**src/rtl/gpio_pkg.sv**
```systemverilog
package gpio_pkg;
  localparam int REG_OUT = 0;
  localparam int REG_DIR = 1;
  localparam int REG_ODE = 2;
  localparam int REG_ALT = 3;
  localparam int REG_IN  = 4;
endpackage

```
**src/rtl/gpio_rst_sync.sv**
```systemverilog
module gpio_rst_sync (
  input  logic clk,
  input  logic rst_n,
  output logic srst_n
);
  logic s1_q, s2_q;
  always_ff @(posedge clk or negedge rst_n) begin
    if (!rst_n) begin
      s1_q <= 1'b0;
      s2_q <= 1'b0;
    end else begin
      s1_q <= 1'b1;
      s2_q <= s1_q;
    end
  end
  assign srst_n = s2_q;
endmodule

```
**src/rtl/gpio_sync.sv**
```systemverilog
module gpio_sync #(
  parameter int W = 32
) (
  input  logic         clk,
  input  logic         rst_n,
  input  logic [W-1:0] d,
  output logic [W-1:0] q
);
  logic [W-1:0] meta_q, stab_q;
  always_ff @(posedge clk or negedge rst_n) begin
    if (!rst_n) begin
      meta_q <= '0;
      stab_q <= '0;
    end else begin
      meta_q <= d;
      stab_q <= meta_q;
    end
  end
  assign q = stab_q;
endmodule

```
**src/rtl/gpio_regs.sv**
```systemverilog
module gpio_regs
  import gpio_pkg::*;
#(
  parameter int W  = 32,
  parameter int AW = 3
) (
  input  logic          clk,
  input  logic          rst_n,
  input  logic          we,
  input  logic [AW-1:0] addr,
  input  logic [W-1:0]  wdata,
  input  logic [W-1:0]  in_sync,
  output logic [W-1:0]  rdata,
  output logic [W-1:0]  out_q,
  output logic [W-1:0]  dir_q,
  output logic [W-1:0]  ode_q,
  output logic [W-1:0]  alt_q
);
  logic en_out, en_dir, en_ode, en_alt;
  logic [W-1:0] out_d, dir_d, ode_d, alt_d;

  always_comb begin
    en_out = we && (addr == AW'(REG_OUT));
    en_dir = we && (addr == AW'(REG_DIR));
    en_ode = we && (addr == AW'(REG_ODE));
    en_alt = we && (addr == AW'(REG_ALT));
    out_d  = en_out ? wdata : out_q;
    dir_d  = en_dir ? wdata : dir_q;
    ode_d  = en_ode ? wdata : ode_q;
    alt_d  = en_alt ? wdata : alt_q;
  end

  always_ff @(posedge clk or negedge rst_n) begin
    if (!rst_n) begin
      out_q <= '0;
      dir_q <= '0;
      ode_q <= '0;
      alt_q <= '0;
    end else begin
      out_q <= out_d;
      dir_q <= dir_d;
      ode_q <= ode_d;
      alt_q <= alt_d;
    end
  end

  always_comb begin
    rdata = '0;
    if (addr == AW'(REG_OUT)) rdata = out_q;
    if (addr == AW'(REG_DIR)) rdata = dir_q;
    if (addr == AW'(REG_ODE)) rdata = ode_q;
    if (addr == AW'(REG_ALT)) rdata = alt_q;
    if (addr == AW'(REG_IN))  rdata = in_sync;
  end
endmodule

```
**src/rtl/gpio_padmux.sv**
```systemverilog
module gpio_padmux #(
  parameter int W = 32
) (
  input  logic [W-1:0] out_q,
  input  logic [W-1:0] dir_q,
  input  logic [W-1:0] ode_q,
  input  logic [W-1:0] alt_q,
  input  logic [W-1:0] alt_o,
  input  logic [W-1:0] alt_oe,
  output logic [W-1:0] pad_o,
  output logic [W-1:0] pad_oe
);
  for (genvar i = 0; i < W; i++) begin : g_pin
    always_comb begin
      if (alt_q[i]) begin
        pad_o[i]  = alt_o[i];
        pad_oe[i] = alt_oe[i];
      end else if (ode_q[i]) begin
        pad_o[i]  = 1'b0;
        pad_oe[i] = ~out_q[i];
      end else begin
        pad_o[i]  = out_q[i];
        pad_oe[i] = dir_q[i];
      end
    end
  end
endmodule

```
**src/rtl/gpio_od_port.sv**
```systemverilog
module gpio_od_port #(
  parameter int W  = 32,
  parameter int AW = 3
) (
  input  logic          clk,
  input  logic          rst_n,
  input  logic          bus_we,
  input  logic [AW-1:0] bus_addr,
  input  logic [W-1:0]  bus_wdata,
  output logic [W-1:0]  bus_rdata,
  input  logic [W-1:0]  alt_o,
  input  logic [W-1:0]  alt_oe,
  input  logic [W-1:0]  pad_i,
  output logic [W-1:0]  pad_o,
  output logic [W-1:0]  pad_oe
);
  logic srst_n;
  logic [W-1:0] in_sync, out_q, dir_q, ode_q, alt_q;

  gpio_rst_sync u_rst (.clk(clk), .rst_n(rst_n), .srst_n(srst_n));

  gpio_sync #(.W(W)) u_sync (.clk(clk), .rst_n(srst_n), .d(pad_i), .q(in_sync));

  gpio_regs #(.W(W), .AW(AW)) u_regs (
    .clk(clk), .rst_n(srst_n), .we(bus_we), .addr(bus_addr), .wdata(bus_wdata),
    .in_sync(in_sync), .rdata(bus_rdata),
    .out_q(out_q), .dir_q(dir_q), .ode_q(ode_q), .alt_q(alt_q)
  );

  gpio_padmux #(.W(W)) u_mux (
    .out_q(out_q), .dir_q(dir_q), .ode_q(ode_q), .alt_q(alt_q),
    .alt_o(alt_o), .alt_oe(alt_oe), .pad_o(pad_o), .pad_oe(pad_oe)
  );
endmodule

```
**config.mk**
```make
export PLATFORM = sky130hd
export DESIGN_NAME = gpio_od_port
export DESIGN_NICKNAME = d
export VERILOG_FILES = /design/src/rtl/gpio_pkg.sv /design/src/rtl/gpio_rst_sync.sv /design/src/rtl/gpio_sync.sv /design/src/rtl/gpio_regs.sv /design/src/rtl/gpio_padmux.sv /design/src/rtl/gpio_od_port.sv
export SDC_FILE = /design/constraint.sdc
export NUM_CORES = 1
export LEC_CHECK = 0
export BUFFER_PORTS_ARGS = -buffer_cell sky130_fd_sc_hd__buf_2
export CAP_MARGIN = 30
export CORE_UTILIZATION = 50
export CTS_BUF_LIST = sky130_fd_sc_hd__clkbuf_4 sky130_fd_sc_hd__clkbuf_8
export DETAILED_ROUTE_END_ITERATION = 7
export GPL_TIMING_DRIVEN = 0
export MAX_ROUTING_LAYER = met4
export PLACE_DENSITY = 0.87
export RECOVER_POWER = 50
export SYNTH_ARGS = -nofsm -noshare
export SYNTH_HDL_FRONTEND = slang
export SYNTH_SLANG_ARGS = --single-unit
export TNS_END_PERCENT = 30
```
**constraint.sdc**
```tcl
create_clock -name clk -period 11 [get_ports clk]
set_clock_uncertainty 0.05 [all_clocks]
set_input_delay 2.2 -clock clk [delete_from_list [all_inputs] [get_ports clk]]
set_output_delay 2.2 -clock clk [all_outputs]
set_load 0.01 [all_outputs]
```
==> impl_metrics.py <==
metrics = {
    "min_path": {
        "hold_class": "reg2reg",
        "min_path_cells": 0,
    },
    "global_route": {
        "grt_max_degree": 74,
        "grt_antenna_before_repair": 2,
        "grt_pass1_wl_um": 36300,
        "grt_overflow": 0,
        "grt_usage": 0.275,
        "grt_pass1_vias": 6870,
    },
    "power_and_ir_drop": {
        "netSwitchingFraction": 0.321,
        "power.share.sequential": 0.521,
        "combPwrFrac": 0.249,
        "internal_power_mw": 1.23,
        "total_power_mw": 1.81,
        "peakVddDrop_mv": 0.0833,
        "p_clk_frac": 0.230,
        "p_per_area_mw_per_mm2": 173,
        "p_leak_nw": 4.94,
        "power.switching_mw": 0.582,
    },
    "synthesis": {
        "ys.flop_type": "dfrtp_1",
        "syn_inst": 755,
        "synth.avg_cell_area_um2": 11.5,
        "synth.cell_area_mm2": 0.00870,
        "ys_ff_latch": 194,
        "yosysUniqueCellTypes": 25,
        "synthArstFlopShare": 1.00,
        "synth_seq_area_share": 0.558,
        "synth-edff-count": 0,
        "yosys_warnings": 0,
        "syn-num-nets": 889,
    },
    "cts": {
        "htreeDepth": 4,
        "clock-sinks": 194,
        "cts_resized": 0,
        "cts_buffer_depth": 2,
        "root_buffer": "clkbuf_8",
        "cts_setup_buffers": 0,
        "clk_latency_ns": 0.46,
        "hold_buffers": 0,
        "numCtsBuffers": 17,
        "cts_tree": "done",
        "cts.clk_slew.worst_paths_ns": 0.09,
    },
    "timing": {
        "slew_headroom": -1.51,
        "rsz0062_at_grt": "false",
        "drv_slew": 197,
        "fin_crit_sh": 0.558,
        "fin_ws_ns": 4.86,
        "fin_tns_setup_ns": 0,
        "worst_pin_slew_ns": 3.77,
        "hold_slack_ns": 0.304,
        "min_period_ns": 6.14,
        "finalSetupViolations": 0,
        "finalHoldViolations": 0,
        "fmax_ghz": 0.163,
    },
    "layout": {
        "layout-drive-gt1-share": 0.406,
        "layout_commonest_cell": "buf_2",
        "final_cell_mix": "244 x buf_2, 194 x dfrtp_1, 126 x nand2_1, 122 x mux2_2, 59 x o21ai_0",
        "multiInputGateArea_mm2": 0.00347,
        "seqCellArea_mm2": 0.00485,
        "design_area_mm2": 0.0105,
        "fin_nets": 1138,
        "area_growth_pct": 20.4,
        "n_fill_cell": 1337,
    },
    "setup_path": {
        "crit_buf_inv": 4,
        "arrival_ns": 3.89,
        "criticalPathCategory": "in2out",
        "path_cells": "buf_2 > buf_2 > nor2_1 > clkbuf_1 > a32oi_1 > a31oi_1 > buf_2",
        "slowest_stage": "clkbuf_1",
        "path_delay_family": "buffers and inverters",
        "reg2regPathDepth": 1,
        "startpoint_type": "primary input",
        "crit_path_frequent_cell": "buf_2",
        "end_kind": "output port",
        "crit_cells": 7,
        "cp_slowest_stage_delay_ns": 0.59,
        "worstPathRequired_ns": 8.75,
        "crit_fanout": 10,
    },
    "floorplanning": {
        "io_pins": 230,
        "row_count": 47,
        "die_x_um": 134,
        "fp.coreArea_mm2": 0.0168,
        "start_util": 0.519,
        "die_h_um": 134,
        "die_area_mm2": 0.0179,
    },
    "drt": {
        "routed-via-count": 6952,
        "drt_iter0_drc": 478,
        "wire_per_inst_um": 18.7,
        "drt_first_pass_iters": 5,
        "vias_per_cell": 5.62,
        "drtAntennaViolNets": 0,
        "wl_um": 23200,
        "drc": 0,
    },
    "status": {
        "failed_checks": "max-capacitance violations, max-slew violations",
        "status": "finished with violations",
    },
    "place": {
        "portBuffers": 228,
        "hpwl_um": 16200,
        "dpl_cell_area_mm2": 0.0102,
        "gp_congestion": 0.829,
        "dp_slack_ns": 4.89,
    },
    "run": {
        "cap_violations": 3,
    },
}
==> metrics by stage <==
step | util | cells
5_1_grt | 0.625 | 1238
3_3_place_gp | 0.604 | 1203
2_1_floorplan | - | 755
4_1_cts | 0.628 | 1236
6_report | 0.625 | 1238
3_5_place_dp | 0.607 | 1205
==> flip-flops by register name, indices dropped and copies added, names as in the netlist <==
name           cells
u_regs.alt_q      32
u_rst.s1_q         1
u_sync.meta_q     32
u_sync.q          32
u_regs.dir_q      32
u_rst.srst_n       1
u_regs.ode_q      32
u_regs.out_q      32
==> power by group through the flow <==
stage / Sequential (mW) / Clock, mW / Combinational, mW
after CTS: 0.941 / 0.424 / 0.455
after floorplan: 0.927 / 0 / 0.285
after global placement: 0.956 / 0 / 0.426
after global routing: 0.962 / 0.448 / 0.495
after detailed placement: 0.955 / 0 / 0.452
final: 0.944 / 0.416 / 0.451
==> layout make-up <==
class,instances,area share
timing repair buffer,230,0.110
inverter,36,0.0129
buffer,42,0.0227
tap,220,0.0263
sequential,194,0.464
clock buffer,23,0.0272
multi-input combinational,483,0.332
antenna,2,0.000478
clock inverter,8,0.00561
==> final timing paths <==
path,from,endpoint,slack (ns)
min reg2reg,u_sync.meta_q[14],u_sync.q[14],0.30
min,u_sync.meta_q[14],u_sync.q[14],0.30
max in group asynchronous,u_rst.srst_n,u_sync.meta_q[19],5.75
max reg2reg,u_rst.srst_n,u_sync.meta_q[19],5.75
max,bus_addr[1],bus_rdata[20],4.86
min in group asynchronous,u_rst.srst_n,u_sync.meta_q[4],0.77
==> cell usage after synthesis (2+ instances only) <==
cell / n / area, um^2
nor4bb_1: 2 / 20.0
clkbuf_2: 5 / 25.0
mux2_2: 122 / 1370
inv_1: 36 / 135
mux2_1: 4 / 45.0
o21ai_0: 59 / 295
o22ai_1: 2 / 12.5
buf_6: 6 / 67.6
clkbuf_1: 12 / 45.0
a31oi_1: 30 / 188
o31ai_1: 32 / 240
buf_2: 17 / 85.1
nor2_1: 32 / 120
dfrtp_1: 194 / 4850
mux2i_1: 32 / 320
mux4_2: 2 / 45.0
buf_4: 2 / 15.0
nand2_1: 126 / 473
a32oi_1: 30 / 263
o21ai_1: 5 / 25.0
==> metal layers <==
metal | track usage | routed length [um] | vias up
met5 | - | 0 | -
met4 | 0.107 | 457 | 0
met3 | 0.0578 | 1540 | 42
met2 | 0.439 | 11500 | 289
met1 | 0.344 | 9630 | 3435
li1 | - | - | 3186
==> kinds of logic after synthesis <==
logic type | Yosys count | share of synthesized area
flops | 194 | 0.558
simple gates | 164 | 0.0762
mux | 160 | 0.205
compound gates | 158 | 0.118
buf+inv | 78 | 0.0428
other cells | 1 | 0.000431
Power figures use the tool's default switching activity.
